===== config.mk =====
export PLATFORM = sky130hd
export DESIGN_NAME = dxf_direct_mover
export DESIGN_NICKNAME = d
export VERILOG_FILES = /design/src/rtl/dxf_pkg.sv /design/src/rtl/dxf_burst_ctl.sv /design/src/rtl/dxf_pair_pack.sv /design/src/rtl/dxf_loss_status.sv /design/src/rtl/dxf_direct_mover.sv
export SDC_FILE = /design/constraint.sdc
export NUM_CORES = 1
export LEC_CHECK = 0
export CAP_MARGIN = 15
export CORE_UTILIZATION = 40
export CTS_CLUSTER_SIZE = 24
export DETAILED_ROUTE_END_ITERATION = 16
export PLACE_DENSITY = 0.88
export SLEW_MARGIN = 40
export SYNTH_ARGS = -nofsm -noshare
export SYNTH_HDL_FRONTEND = slang
export SYNTH_HIERARCHICAL = 1
export SYNTH_SLANG_ARGS = --single-unit
export TNS_END_PERCENT = 5

===== constraint.sdc =====
create_clock -name clk -period 2.45 [get_ports clk]
set_input_delay 0.49 -clock clk [delete_from_list [all_inputs] [get_ports clk]]
set_output_delay 0.49 -clock clk [all_outputs]
set_load 0.05 [all_outputs]

===== src/rtl/dxf_pkg.sv =====
package dxf_pkg;

    typedef enum logic {
        MV_IDLE  = 1'b0,
        MV_BURST = 1'b1
    } mv_state_e;

    function automatic int even_up(input int n);
        return n + (n % 2);
    endfunction

endpackage


===== src/rtl/dxf_burst_ctl.sv =====
module dxf_burst_ctl
    import dxf_pkg::*;
#(
    parameter int NUM_CH    = 4,
    parameter int BURST_LEN = 8,
    parameter int CH_W      = (NUM_CH > 1) ? $clog2(NUM_CH) : 1
) (
    input  logic              clk,
    input  logic              rst_n,
    input  logic              en,
    input  logic [CH_W-1:0]   chan_sel,
    input  logic [NUM_CH-1:0] in_half,
    input  logic [NUM_CH-1:0] in_empty,
    input  logic              hold,
    output logic              rd_go,
    output logic [CH_W-1:0]   rd_ch,
    output logic              busy,
    output logic              hf_sel
);
    localparam int LEN_EVEN = even_up(BURST_LEN);
    localparam int LEN_W    = $clog2(LEN_EVEN + 1);

    typedef struct packed {
        mv_state_e       state;
        logic [CH_W-1:0] ch;
        logic [LEN_W-1:0] left;
    } ctl_s;

    ctl_s s_d, s_q;

    always_comb begin
        hf_sel = (int'(chan_sel) < NUM_CH) ? in_half[chan_sel] : 1'b0;
    end

    always_comb begin
        s_d   = s_q;
        rd_go = 1'b0;
        case (s_q.state)
            MV_IDLE: begin
                if (en && hf_sel) begin
                    s_d.state = MV_BURST;
                    s_d.ch    = chan_sel;
                    s_d.left  = LEN_W'(LEN_EVEN);
                end
            end
            MV_BURST: begin
                rd_go = !in_empty[s_q.ch] && (en || hold);
                if (rd_go) begin
                    s_d.left = s_q.left - 1'b1;
                    if (s_q.left == LEN_W'(1)) begin
                        s_d.state = MV_IDLE;
                    end
                end else if (!en && !hold) begin
                    s_d.state = MV_IDLE;
                end
            end
            default: s_d.state = MV_IDLE;
        endcase
    end

    always_ff @(posedge clk) begin
        if (!rst_n) begin
            s_q.state <= MV_IDLE;
            s_q.ch    <= '0;
            s_q.left  <= '0;
        end else begin
            s_q <= s_d;
        end
    end

    assign rd_ch = s_q.ch;
    assign busy  = (s_q.state == MV_BURST);

endmodule


===== src/rtl/dxf_pair_pack.sv =====
module dxf_pair_pack #(
    parameter int SAMPLE_W = 16,
    parameter int WORD_W   = 2 * SAMPLE_W
) (
    input  logic                clk,
    input  logic                rst_n,
    input  logic                rd_go,
    input  logic [SAMPLE_W-1:0] sample,
    input  logic                out_full,
    output logic                hold,
    output logic                lost,
    output logic                out_wr,
    output logic [WORD_W-1:0]   out_data
);
    typedef struct packed {
        logic                hold;
        logic [SAMPLE_W-1:0] lo;
        logic                wr;
        logic [WORD_W-1:0]   word;
    } pk_s;

    pk_s p_d, p_q;

    always_comb begin
        p_d    = p_q;
        p_d.wr = 1'b0;
        lost   = 1'b0;
        if (rd_go) begin
            if (!p_q.hold) begin
                p_d.hold = 1'b1;
                p_d.lo   = sample;
            end else begin
                p_d.hold = 1'b0;
                if (out_full) begin
                    lost = 1'b1;
                end else begin
                    p_d.wr   = 1'b1;
                    p_d.word = {sample, p_q.lo};
                end
            end
        end
    end

    always_ff @(posedge clk) begin
        if (!rst_n) begin
            p_q.hold <= 1'b0;
            p_q.lo   <= '0;
            p_q.wr   <= 1'b0;
            p_q.word <= '0;
        end else begin
            p_q <= p_d;
        end
    end

    assign hold     = p_q.hold;
    assign out_wr   = p_q.wr;
    assign out_data = p_q.word;

endmodule


===== src/rtl/dxf_loss_status.sv =====
module dxf_loss_status #(
    parameter int CNT_W  = 8,
    parameter int STAT_W = 2 + CNT_W
) (
    input  logic              clk,
    input  logic              rst_n,
    input  logic              lost,
    input  logic              stat_clr,
    input  logic [1:0]        stat_clr_mask,
    output logic [STAT_W-1:0] stat
);
    typedef struct packed {
        logic [CNT_W-1:0] cnt;
        logic             rep;
        logic             ovf;
    } st_s;

    st_s t_d, t_q;
    logic             clr_lo;
    logic             clr_hi;
    logic [CNT_W-1:0] cnt_base;

    always_comb begin
        clr_lo   = stat_clr && stat_clr_mask[0];
        clr_hi   = stat_clr && stat_clr_mask[1];
        cnt_base = clr_lo ? '0 : t_q.cnt;
        t_d      = t_q;
        if (clr_lo) begin
            t_d.ovf = 1'b0;
        end
        if (clr_hi) begin
            t_d.rep = 1'b0;
        end
        t_d.cnt = cnt_base;
        if (lost) begin
            t_d.ovf = 1'b1;
            if (t_q.ovf) begin
                t_d.rep = 1'b1;
            end
            if (cnt_base != {CNT_W{1'b1}}) begin
                t_d.cnt = cnt_base + 1'b1;
            end
        end
    end

    always_ff @(posedge clk) begin
        if (!rst_n) begin
            t_q.cnt <= '0;
            t_q.rep <= 1'b0;
            t_q.ovf <= 1'b0;
        end else begin
            t_q <= t_d;
        end
    end

    assign stat = t_q;

endmodule


===== src/rtl/dxf_direct_mover.sv =====
module dxf_direct_mover
    import dxf_pkg::*;
#(
    parameter int NUM_CH    = 4,
    parameter int SAMPLE_W  = 16,
    parameter int BURST_LEN = 8,
    parameter int CNT_W     = 8,
    localparam int CH_W     = (NUM_CH > 1) ? $clog2(NUM_CH) : 1,
    localparam int WORD_W   = 2 * SAMPLE_W,
    localparam int STAT_W   = 2 + CNT_W
) (
    input  logic                       clk,
    input  logic                       rst_n,
    input  logic                       en,
    input  logic [CH_W-1:0]            chan_sel,
    input  logic [NUM_CH-1:0]          in_half,
    input  logic [NUM_CH-1:0]          in_empty,
    input  logic [NUM_CH*SAMPLE_W-1:0] in_data,
    output logic [NUM_CH-1:0]          in_rd,
    input  logic                       out_full,
    output logic                       out_wr,
    output logic [WORD_W-1:0]          out_data,
    input  logic                       stat_clr,
    input  logic [1:0]                 stat_clr_mask,
    output logic [STAT_W-1:0]          stat
);
    logic                rd_go;
    logic [CH_W-1:0]     rd_ch;
    logic                busy;
    logic                hf_sel;
    logic                hold;
    logic                lost;
    logic [SAMPLE_W-1:0] lane [NUM_CH];
    logic [SAMPLE_W-1:0] sample;

    dxf_burst_ctl #(
        .NUM_CH    (NUM_CH),
        .BURST_LEN (BURST_LEN),
        .CH_W      (CH_W)
    ) u_ctl (
        .clk      (clk),
        .rst_n    (rst_n),
        .en       (en),
        .chan_sel (chan_sel),
        .in_half  (in_half),
        .in_empty (in_empty),
        .hold     (hold),
        .rd_go    (rd_go),
        .rd_ch    (rd_ch),
        .busy     (busy),
        .hf_sel   (hf_sel)
    );

    for (genvar g = 0; g < NUM_CH; g++) begin : g_lane
        assign lane[g]  = in_data[g*SAMPLE_W +: SAMPLE_W];
        assign in_rd[g] = rd_go && (rd_ch == CH_W'(g));
    end

    assign sample = lane[rd_ch];

    dxf_pair_pack #(
        .SAMPLE_W (SAMPLE_W),
        .WORD_W   (WORD_W)
    ) u_pack (
        .clk      (clk),
        .rst_n    (rst_n),
        .rd_go    (rd_go),
        .sample   (sample),
        .out_full (out_full),
        .hold     (hold),
        .lost     (lost),
        .out_wr   (out_wr),
        .out_data (out_data)
    );

    dxf_loss_status #(
        .CNT_W  (CNT_W),
        .STAT_W (STAT_W)
    ) u_stat (
        .clk           (clk),
        .rst_n         (rst_n),
        .lost          (lost),
        .stat_clr      (stat_clr),
        .stat_clr_mask (stat_clr_mask),
        .stat          (stat)
    );

endmodule


# == After elaboration in Yosys (flattened, before gate mapping) ==
# Index checks and enable logic that the tools add are counted.
# classes
reduce_logical,20
shifts,0
div_mod_pow,0
n_mul,0
n_addsub,2
bitwise,4
order_cmp,3
n_mux,26
n_eq_ne,7
# op_table
operator,n
$mux W33,1
$bmux W16 S2,1
$mux W16,2
$mux W8,2
$mux W1,13
$mux W10,1
$logic_and A1 B1 Y1,9
$add A8 B1 Y8 const B,1
$ne A8 B8 Y1 const B,1
$pmux W4 S2,1
$mux W7,1
$lt A2 B3 Y1 const B,2
$reduce_and A2 Y1,3
$reduce_and A3 Y1,2
$bmux W1 S2,2
$eq A2 B2 Y1 const B,2
$eq A4 B1 Y1 const B,1
$mux W4,1
$sub A4 B1 Y4 const B,1
$ge A3 B3 Y1 const B,1
$logic_not A1 Y1,3
$not A1 Y1,3
$not A2 Y3,1
$eq A2 B1 Y1 const B,1
6 further kinds,6
# totals
out_inout_bits,47
regBits,67
latch_bits,0
mem_bits_ro,0
word_cells,72
ramBits,0
n_memories,0

# == Longest topological paths before layout ==
# depth
word_depth,7
mapped_depth,8

# == By module ==
# The synthesis kept the hierarchy.
# by_module_without_submodules
module,n_inst,seq_area_each_um2,area_per_inst_um2,cells_per_inst
dxf_pair_pack,1,1001.0,2072.0,253
dxf_loss_status,1,200.2,449.2,48
dxf_burst_ctl,1,140.1,442.9,47
dxf_direct_mover,1,0.0,424.2,24

# == Worst setup path before layout ==
# OpenSTA, ideal clock, no wires.
# synth_timing
kind,input-to-output
start,in in_empty[3]
end,out in_rd[0]
n_path_buf,0
setup_slack_ps,-627
cell_stages,4
t_arrival_ps,2587
path_cell_list,mux4_2 or2_1 inv_1 nor3b_1
# synth_between
elab_chain_len,6
# synth_rtl
item,line,rtl
start: declaration,dxf_direct_mover.sv:17,"input logic [NUM_CH-1:0] in_empty,"
$bmux W1 S2,dxf_burst_ctl.sv:47,rd_go = !in_empty[s_q.ch] && (en || hold);
$mux W1 (implied by the code),dxf_burst_ctl.sv:47,
$logic_not A1 Y1,dxf_burst_ctl.sv:47,
$logic_and A1 B1 Y1,dxf_burst_ctl.sv:47,
$mux W1,dxf_burst_ctl.sv:38,case (s_q.state)
net rd_go,dxf_direct_mover.sv:27,logic rd_go;
$logic_and A1 B1 Y1,dxf_direct_mover.sv:56,assign in_rd[g] = rd_go && (rd_ch == CH_W'(g));
end: declaration,dxf_direct_mover.sv:19,"output logic [NUM_CH-1:0] in_rd,"
# The timed path passes the listed nets, and every way through them passes these cells. The select of a mux whose other input is x is not followed.

# == Final worst setup path ==
# Ends and elaborated chain as after synthesis.

==> reports/qor.csv <==
stage,metric,value,unit
place,dp_slack,-0.426,ns
floorplanning,die_w,94.0,um
critical_path,cpPeakStageDelay,0.49,ns
floorplanning,fp.dieArea,8840,um2
place,io_buffers,127,
yosys,yosys_warnings,6,
global_routing,grt_start_max_net_pins,66,
yosys,synth_area_per_cell,9.11,um2
global_routing,grt_pass1_vias,3046,
yosys,async_flop_share,0,%
sta,finalWorstSetupSlack,0.0355,ns
floorplanning,io_pins,128,
sta,rsz0062_at_grt,yes,
global_routing,overflow,0,
yosys,synthFlopType,dfxtp_1,
yosys,synth_top_area_share,39.6,%
cells_and_area,seqCellArea,1340,um2
critical_path,crit_required,1.96,ns
job,maxCapViolCount,0,
critical_path,path_cells,dlygate4sd2_1 -> mux4_2 -> or2_4 -> inv_4 -> nor3b_4 -> buf_12,
sta,fin_crit_sh,98.6,%
global_routing,gr-usage-all-layers,21.3,%
clock_tree,worst_skew_pair.late_latency,0.34,ns
cells_and_area,multi_input_area,1590,um2
sta,max_freq,414,MHz
route,ant_nets,0,
sta,hold_viol_final,0,
sta,whs,0.460,ns
clock_tree,htreeDepth,3,
critical_path,cp_max_fo,5,
status,status,"complete, no violations",
yosys,synth_nets,455,
sta,setup_violations,0,
sta,final_max_slew_viol_count,0,
cells_and_area,drive_gt1_share,14.4,%
critical_path,arrival,1.92,ns
pwr,power,2.38,mW
route,vias_per_cell,5.29,
route,vias,3045,
place,dpl.hpwl,6810,um
place,placed_area,4500,um2
sta,worstMarginPinSlew,0.526,ns
sta,fin_setup_tns,0,ns
floorplanning,initial_core_util,41.2,%
yosys,synth.area.top_cells,"dfxtp_1 (40%), mux4_2 (12%), buf_4 (8.2%)",
yosys,synth_area,3390,um2
place,place_inst,558,
route,first_pass_iters,5,
cells_and_area,layout_common_cells,"clkdlybuf4s50_1 (118), nand2_1 (71), dfxtp_1 (66)",
clock_tree,cts_buffer_depth,2,
route,first_iter_violations,110,
route,drt-total-wl,8940,um
sta,maxSlewHeadroom,64.8,%
global_routing,antenna_found_initial,0,
cells_and_area,final_cells,576,
yosys,synth-seq-cells,67,
cells_and_area,postLayoutCoreUtil,57.5,%
clock_tree,cts_tree,done,
cells_and_area,num_antenna_cells,0,
route,avgRoutedWirePerCell,15.5,um
clock_tree,cts_root_buf,clkbuf_8,
sta,fin_crit,2.41,ns
pwr,ir_worst_vdd,0.000338,V
cells_and_area,fill_cells,697,
critical_path,path_class,in -> out,
floorplanning,rows,33,
yosys,synth_cell_types,50,
min_path,hold_path_class,reg -> reg,
clock_tree,clock-sinks,67,
sta,finClkSkew,0.0141,ns
floorplanning,fp.dieH,94.0,um
pwr,power.density,505,nW/um2
place,gp_congestion,0.788,
cells_and_area,layout_commonest_cell,clkdlybuf4s50_1,
critical_path,cp-start-kind,primary input,
clock_tree,numCtsBuffers,9,
floorplanning,core_area,8220,um2
cells_and_area,layout.nets,549,
cells_and_area,area_delta_synth_final,39.3,%
critical_path,cpMaxStageDelayCell,mux4_2,
yosys,yosys.area.top_type,dfxtp_1,
yosys,yosysSeqAreaShare,39.6,%
cells_and_area,final_area,4720,um2
critical_path,reg2reg_slack,0.24,ns
critical_path,endpoint_kind,output pin,
clock_tree,hold_buffers,0,
yosys,syn_inst,372,
global_routing,grt_pass1_wl,14300,um
pwr,p_leak,1.63,nW
yosys,synth_edf_count,0,
clock_tree,clk_pin_slew,0.08,ns
route,drc,0,
==> state kept, by name, indices dropped and copies added, names as in the netlist <==
register	count
u_pack/out_data	32
u_pack/p_q	16
u_stat/stat	10
u_ctl/s_q	4
u_ctl/rd_ch	2
u_ctl/busy	1
u_pack/hold	1
u_pack/out_wr	1
==> area by class of cell <==
class,instances,area share (%)
Tap cell,105,2.78
Clock buffer,9,2.62
Multi-Input combinational cell,240,33.8
Sequential cell,67,28.4
Inverter,6,0.530
Clock inverter,7,1.70
Timing Repair Buffer,141,30.1
Timing Repair inverter,1,0.106
==> power breakdown <==
group / internal, mW / total [mW] / switching, mW
combinational: 0.196 / 0.325 / 0.129
clock: 0.486 / 0.948 / 0.463
sequential: 1.10 / 1.11 / 0.00971
==> metal layers <==
metal / vias up / routed length (um) / GRT usage [%]
met1: 1431 / 3540 / 23.4
met2: 123 / 4580 / 38.8
met5: - / 0 / 0
met4: 0 / 200 / 7.56
met3: 22 / 610 / 5.99
li1: 1469 / - / -
==> Yosys cell counts (all sizes together) (3+ instances only) <==
cell type and number:
and3 6, nand3 34, dfxtp 67, a21oi 24
and2 3, nor2b 4, o21ai 35, mux4 18
nor2 4, nand2 71, buf 57, nand2b 3
inv 5
==> critical path, delay by kind of cell <==
kind / cells / cell delay [ns]
buf+inv: 3 / 0.46
mux: 1 / 0.49
simple gates: 2 / 0.48
==> final timing paths <==
check	endpoint	start	depth (start not counted)
setup / recovery	in_rd[0]	in_empty[3]	6
hold / removal	u_pack/p_q[42]	u_pack/p_q[42]	2
setup reg to reg	u_stat/stat[8]	u_ctl/rd_ch[0]	7
hold reg to reg	u_pack/p_q[42]	u_pack/p_q[42]	2
==> cell families after synthesis <==
logic type	count (synthesis)	synth area share (%)
adders and majority gates	2	0.738
AOI/OAI and AO/OA	79	13.9
and+or+nand+nor	140	19.6
DFF	67	39.6
muxes	19	12.3
buffers and inverters	65	13.8
==> what timing repair did <==
| action | CTS | global route |
|---|---|---|
| buffers inserted | 1 | 0 |
| pin swaps | 1 | 0 |
| gates cloned | 1 | 0 |
| endpoints found under the setup margin | 6 | 4 |
| resized for setup | 8 | 2 |
No activity file was read; power rests on OpenSTA's default activity.
